File: src/rtl/ovs_pkg.sv
package ovs_pkg;
  localparam int SAMPLE_W  = 12;
  localparam int MAX_LOG2  = 12;
  localparam int FLAT_LOG2 = 4;
  localparam int OUT_W     = 16;
  localparam int CODE_W    = 4;
  localparam int SHIFT_W   = 4;
  localparam int ACC_W     = SAMPLE_W + MAX_LOG2;

  typedef struct packed {
    logic               clr;
    logic               add;
    logic               load;
    logic [SHIFT_W-1:0] shift;
  } ovs_ctrl_t;
endpackage

File: src/rtl/ovs_ctrl.sv
module ovs_ctrl
  import ovs_pkg::*;
#(
  parameter int MaxLog2  = MAX_LOG2,
  parameter int FlatLog2 = FLAT_LOG2,
  parameter int CodeW    = CODE_W
) (
  input  logic             clk,
  input  logic             rstN,
  input  logic             start,
  input  logic [CodeW-1:0] ratioSel,
  input  logic             sampleValid,
  output ovs_ctrl_t        ctrl
);
  localparam int CntW = MaxLog2 + 1;
  localparam int LgW  = $clog2(MaxLog2 + 1);

  logic            active;
  logic [CntW-1:0] sampleCnt;
  logic [LgW-1:0]  runLog2;
  logic [LgW-1:0]  selLog2;
  logic [CntW-1:0] lastIdx;
  logic            isLast;

  // Codes above the largest ratio are clamped to it.
  always_comb begin
    if (int'(ratioSel) >= MaxLog2 - 1) selLog2 = LgW'(MaxLog2);
    else                               selLog2 = LgW'(ratioSel) + LgW'(1);
  end

  assign lastIdx = (CntW'(1) << runLog2) - CntW'(1);
  assign isLast  = (sampleCnt == lastIdx);

  always_comb begin
    ctrl.clr   = start;
    ctrl.add   = active && sampleValid && !start;
    ctrl.load  = ctrl.add && isLast;
    if (int'(runLog2) > FlatLog2) ctrl.shift = SHIFT_W'(int'(runLog2) - FlatLog2);
    else                          ctrl.shift = '0;
  end

  always_ff @(posedge clk) begin
    if (!rstN) begin
      active    <= 1'b0;
      sampleCnt <= '0;
      runLog2   <= LgW'(1);
    end else if (start) begin
      active    <= 1'b1;
      sampleCnt <= '0;
      runLog2   <= selLog2;
    end else if (ctrl.add) begin
      sampleCnt <= sampleCnt + CntW'(1);
      if (isLast) active <= 1'b0;
    end
  end
endmodule

File: src/rtl/ovs_dpath.sv
module ovs_dpath
  import ovs_pkg::*;
#(
  parameter int SampleW = SAMPLE_W,
  parameter int AccW    = ACC_W,
  parameter int OutW    = OUT_W
) (
  input  logic               clk,
  input  logic               rstN,
  input  ovs_ctrl_t          ctrl,
  input  logic [SampleW-1:0] sampleData,
  output logic [OutW-1:0]    resultData,
  output logic               resultValid
);
  logic [AccW-1:0] acc;
  logic [AccW-1:0] nextSum;
  logic [AccW-1:0] scaled;
  logic [OutW-1:0] clamped;

  assign nextSum = acc + AccW'(sampleData);
  assign scaled  = nextSum >> ctrl.shift;

  generate
    if (AccW > OutW) begin : g_sat
      assign clamped = (|scaled[AccW-1:OutW]) ? {OutW{1'b1}} : scaled[OutW-1:0];
    end else begin : g_nosat
      assign clamped = OutW'(scaled);
    end
  endgenerate

  always_ff @(posedge clk) begin
    if (!rstN) begin
      acc         <= '0;
      resultData  <= '0;
      resultValid <= 1'b0;
    end else begin
      resultValid <= ctrl.load;
      if (ctrl.clr)      acc <= '0;
      else if (ctrl.add) acc <= nextSum;
      if (ctrl.load) resultData <= clamped;
    end
  end
endmodule

File: src/rtl/ovs_average.sv
module ovs_average
  import ovs_pkg::*;
(
  input  logic                clk,
  input  logic                rstN,
  input  logic                start,
  input  logic [CODE_W-1:0]   ratioSel,
  input  logic                sampleValid,
  input  logic [SAMPLE_W-1:0] sampleData,
  output logic [OUT_W-1:0]    resultData,
  output logic                resultValid
);
  ovs_ctrl_t ctrl;

  ovs_ctrl #(.MaxLog2(MAX_LOG2), .FlatLog2(FLAT_LOG2), .CodeW(CODE_W)) u_ctrl (
    .clk(clk), .rstN(rstN), .start(start), .ratioSel(ratioSel),
    .sampleValid(sampleValid), .ctrl(ctrl)
  );

  ovs_dpath #(.SampleW(SAMPLE_W), .AccW(ACC_W), .OutW(OUT_W)) u_dpath (
    .clk(clk), .rstN(rstN), .ctrl(ctrl), .sampleData(sampleData),
    .resultData(resultData), .resultValid(resultValid)
  );
endmodule

File: config.mk
export PLATFORM = sky130hd
export DESIGN_NAME = ovs_average
export DESIGN_NICKNAME = d
export VERILOG_FILES = /design/src/rtl/ovs_pkg.sv /design/src/rtl/ovs_ctrl.sv /design/src/rtl/ovs_dpath.sv /design/src/rtl/ovs_average.sv
export SDC_FILE = /design/constraint.sdc
export NUM_CORES = 1
export LEC_CHECK = 0
export BUFFER_PORTS_ARGS = -buffer_cell sky130_fd_sc_hd__buf_2
export CAP_MARGIN = 10
export CORE_UTILIZATION = 60
export DETAILED_ROUTE_END_ITERATION = 16
export PLACE_DENSITY = 0.79
export SLEW_MARGIN = 20
export SYNTH_ARGS = -nofsm -noshare
export SYNTH_HDL_FRONTEND = slang
export SYNTH_SLANG_ARGS = --single-unit
File: constraint.sdc
create_clock -name clk -period 7.2 [get_ports clk]
set_input_delay 0 -clock clk [delete_from_list [all_inputs] [get_ports clk]]
set_output_delay 0 -clock clk [all_outputs]
set_load 0.02 [all_outputs]
After elaboration in Yosys (flattened, before gate mapping) --
Index checks and enable logic that the tools add are counted.
Operators by class: add/sub/neg operators 5, $lt $le $gt $ge 2, reductions and logical operators 9, $mul 0, equal/unequal tests 1, multiplexer cells 6, div/mod/pow operators 0, bitwise gates (word level) 1, shift-type cells 2
Operator list (number):
- 24-bit by 12-bit adder with 24-bit output | 1
- 24-bit by 4-bit right shift with 24-bit output | 1
- 16-bit 2-to-1 mux | 1
- 13-bit by 1-bit adder with 13-bit output, second input constant | 1
- 13-bit equality test | 1
- 1-bit by 4-bit left shift with 13-bit output, first input constant | 1
- 13-bit by 2-bit subtractor with 13-bit output, second input constant | 1
- 4-bit 2-to-1 mux | 2
- 8-bit OR reduction | 1
- 4-bit by 1-bit adder with 4-bit output, second input constant | 1
- 4-bit greater-or-equal comparator, second input constant | 1
- 4-bit by 3-bit greater-than comparator with 1-bit output, second input constant | 1
- 2-bit nonzero test | 2
- 4-bit by 3-bit subtractor with 4-bit output, second input constant | 1
- 1-bit logical AND | 3
- 1-bit 2-to-1 mux | 3
- 2-bit AND reduction | 1
- 2-bit OR reduction | 1
- 1-bit zero test | 1
- 1-bit inverter | 1
Word-level totals: memories 0, flip-flop bits (word level) 59, output and inout port bits 17, logic and storage cells 32, bits in latches 0, ROM bits 0, bits in writable memories 0

Logic depth before layout (Yosys ltp) --
depth after elaboration 6, depth in mapped cells 16

By module --
From an unflattened synthesis, not the netlist that was laid out.
Unflattened totals: cells, all modules 629, area, all modules 5001.0 um^2
Modules (own cells, without submodules):
- ovs_dpath | area an instance 3666.0 um^2, cells an instance 460, instances 1
- ovs_ctrl | area an instance 1335.0 um^2, cells an instance 169, instances 1

Worst setup path before layout --
No wires, ideal clock.
kind flip-flop to flip-flop, start register u_dpath.acc[0], end register u_dpath.resultData[3], arrival time 3.164 ns, setup slack 3.911 ns, cell stages (with the launch flop) 13, clock period less this slack 3.289 ns, cell sequence dfxtp_1 > ha_1 > fa_1 > a21o_2 > a221o_1 > a221oi_4 > or3_4 > a21oi_2 > nor4b_4 > o2111ai_2 > a21boi_2 > buf_6 > a21oi_2
Between the ends: longest elaborated chain between the ends 4
RTL lines:
- start, declared | line ovs_dpath.sv:15 | logic [AccW-1:0] acc;
- start signal, assigned | line ovs_dpath.sv:39 | else if (ctrl.add) acc <= nextSum;
- 24-bit by 12-bit adder with 24-bit output (*) | line ovs_dpath.sv:20 | assign nextSum = acc + AccW'(sampleData);
- 24-bit by 4-bit right shift with 24-bit output (*) | line ovs_dpath.sv:21 | assign scaled = nextSum >> ctrl.shift;
- 8-bit OR reduction | line ovs_dpath.sv:25 | assign clamped = (|scaled[AccW-1:OutW]) ? {OutW{1'b1}} : scaled[OutW-1:0];
- 16-bit 2-to-1 mux (*) | line ovs_dpath.sv:25
- end signal, assigned | line ovs_dpath.sv:40 | if (ctrl.load) resultData <= clamped;
- end, declared | line ovs_dpath.sv:12 | output logic [OutW-1:0] resultData,
Mark *: on every way between the ends. The rest lies on a longest branch, timed or not. A chain may end at the register's enable or synchronous reset.

Worst setup path in the final report --
start register u_dpath.acc[0], end register u_dpath.resultData[13]
Same word-level chain as after synthesis.

==> flow_summary_export.csv <==
group,metric,value,unit
clock_tree,postCtsSetupBuffers,0,
power,cellInternalPower,543,µW
clock_tree,cts_tree,"built",
placed_design,hpwlAfterDp,10.4,mm
critical_path,crit-reg2reg-launch,"u_dpath.acc[0]",
layout,drive_above_1_share,13.5,%
clock_tree,clk_latency,0.35,ns
logic_synthesis,synth_area_leaders,"dfxtp_1 (23%), nand2_1 (5.9%), a21oi_1 (5.8%)",
sta,tightestPinTransition,0.996,ns
sta,max_freq,247,MHz
hold_path,worstHoldStart,"sampleData[0]",
sta,finalMaxSlewViolations,0,
routing,routedWlPerCell,18.1,µm
logic_synthesis,synth_top_area_share,23.1,%
floorplanning,initial_core_util,62.1,%
power,peakVddDrop,0.140,mV
clock_tree,clockBufferDepth,2,
logic_synthesis,async_flop_share,0,%
sta,rsz0062_at_grt,"false",
power,p_seq_share,40.7,%
logic_synthesis,yosysTopAreaCell,"dfxtp_1",
placed_design,place.gp.congestion,0.917,
sta,final.min_clock_period,4.04,ns
logic_synthesis,synth_cell_types,81,
power,p_leak,0.00203,µW
clock_tree,numClockSinks,59,
power,p_switching,288,µW
critical_path,startpoint,"u_dpath.acc[0]",
logic_synthesis,synth_edf_count,0,
clock_tree,clockRootBuffer,"clkbuf_8",
logic_synthesis,ys_seq_area_share,23.1,%
logic_synthesis,syn-cell-area,5100,µm²
layout,final_cell_area,5400,µm²
status,status,"finished, final reports clean",
sta,relSlewSlack,33.4,%
floorplanning,ios,37,
clock_tree,cts-buffers-inserted,9,
sta,fin_tns_setup,0,ns
grt,grt_pass1_wl,23.4,mm
placed_design,io_buffers,36,
grt,grt_max_degree,38,
floorplanning,die_y,94.2,µm
logic_synthesis,synth.avg_cell_area,7.43,µm²
grt,grtUsageMet1,47.0,%
power,power_density,154,nW/µm²
routing,drc_errors,0,
power,switching_share,34.6,%
sta,setup_viol,0,
routing,drt-total-wl,14.5,mm
routing,drt_iter0_drc,428,
critical_path,r2r_setup_slack,3.16,ns
routing,via_per_inst,6.68,
sta,post-route-period-util,56.1,%
placed_design,place_area,5190,µm²
floorplanning,design.core.area,8220,µm²
grt,antenna_found_initial,0,
sta,fin_skew,0.0139,ns
grt,busiest_layer,"met2",
logic_synthesis,netlist_instances,687,
sta,final-hold-violation-count,0,
grt,grtUsageMet2,49.2,%
grt,first_global_vias,4761,
logic_synthesis,yosys_most_used_dff,"dfxtp_1",
critical_path,path_class,"reg -> reg",
floorplanning,placement_rows,33,
grt,grtUsageMet3,6.39,%
clock_tree,cts_resized,0,
logic_synthesis,ys_ff_latch,59,
clock_tree,htree_levels,3,
run,maxCapViolCount,0,
layout,layout_common_cells,"nand2_1 (80), nor2_1 (73), a21oi_1 (59), dfxtp_1 (59), o21ai_0 (47)",
layout,syn_to_final_growth,5.69,%
layout,final_common_cell,"nand2_1",
critical_path,cp.arrival,4.25,ns
critical_path,crit_path_max_fanout,13,
hold_path,hold_class,"in -> reg",
logic_synthesis,syn_nets,723,
routing,detail-route-antenna-nets,0,
layout,final_util,65.7,%
critical_path,start_kind,"flop",
critical_path,cp-end-kind,"flop",
floorplanning,dieArea,8880,µm²
grt,track_usage,33.7,%
routing,firstDrtPassIters,5,
routing,via_count,5355,
layout,nNetsFinal,728,
layout,antenna_cells,0,
power,p_comb_share,24.6,%
grt,overflow,0,
clock_tree,path_clk_slew,0.08,ns
critical_path,critical_path_required,7.40,ns
floorplanning,die_x,94.2,µm
power,clockPowerShare,34.7,%
logic_synthesis,ys_warn_count,0,
final timing paths:
check / to / depth (start not counted)
worst max-delay path: u_dpath.resultData[13] / 11
worst min-delay path: u_dpath.acc[0] / 4
worst max register to register: u_dpath.resultData[13] / 11
worst min register to register: u_dpath.acc[0] / 2
cell type report:
| cell class | count | area (µm²) |
|---|---|---|
| flip-flops and latches | 59 | 1180 |
| inverters | 9 | 33.8 |
| multi-input cells | 569 | 3620 |
| well taps | 105 | 131 |
| fillers | 733 | 2820 |
| repair buffers | 44 | 248 |
| clock buffers | 11 | 141 |
| clock inverters | 5 | 37.5 |
state kept, by name, summed over array words and instances, names as in the netlist:
signal	flops
u_ctrl.runLog2	4
u_ctrl.sampleCnt	13
u_ctrl.active	1
u_dpath.acc	24
u_dpath.resultData	16
u_dpath.resultValid	1
power groups by stage:
stage | Combinational, µW | Clock (µW) | Sequential [µW]
after global routing | 223 | 302 | 339
after detailed placement | 197 | 0 | 346
after CTS | 200 | 288 | 338
after global placement | 193 | 0 | 346
after floorplan | 160 | 0 | 340
final | 204 | 288 | 338
stage by stage:
step           setup WS, ns  hold slack, ns  power, µW  cells
2_1_floorplan          3.91           0.138        500    687
5_1_grt                2.91          0.0513        864    802
6_report               3.16          0.0435        830    802
3_3_place_gp           3.31           0.280        539    783
3_5_place_dp           3.21           0.291        542    783
4_1_cts                3.17          0.0294        825    802
synthesized netlist by cell type (9+ instances only):
master	instances
a211oi_1	17
a21oi_1	59
a21oi_2	12
and2_1	12
and3_1	10
clkbuf_1	26
dfxtp_1	59
ha_1	15
inv_1	9
mux2i_1	11
nand2_1	80
nand3_1	15
nand4_1	11
nor2_1	73
nor3_1	23
o211ai_1	12
o21ai_0	48
o22ai_1	9
or3_1	9
xnor2_1	22
xor2_1	18
layer usage:
layer / vias to the layer above / wire length, µm
li1: 2557 / -
met1: 2482 / 6490
met2: 269 / 6210
met3: 47 / 1240
met4: 0 / 549
met5: - / 0
kinds of logic after synthesis:
logic type / count (synthesis) / share of synthesized area, %
multiplexers: 17 / 3.92
flip-flops: 59 / 23.1
AO/OA/AOI/OAI: 235 / 31.1
buffers and inverters: 59 / 6.10
XOR/XNOR: 40 / 6.86
adder cells (fa/ha/maj): 16 / 4.07
AND/OR/NAND/NOR: 261 / 24.8
critical path, cell delays in order (launching register included):
cell,delay (ns)
dfxtp_1,0.32
ha_1,0.22
fa_1,0.41
a21o_2,0.25
a221o_1,0.39
a221oi_4,0.51
or3_4,0.24
a21oi_2,0.07
nor4b_4,0.39
o2111ai_2,0.24
a21boi_2,0.68
a21oi_1,0.16
timing repair:
| action | CTS | global route |
|---|---|---|
| hold buffers | 3 | 0 |
| setup endpoints to repair | 0 | 0 |
| hold endpoints to repair | 2 | 0 |
No activity file was read; power rests on OpenSTA's default activity.
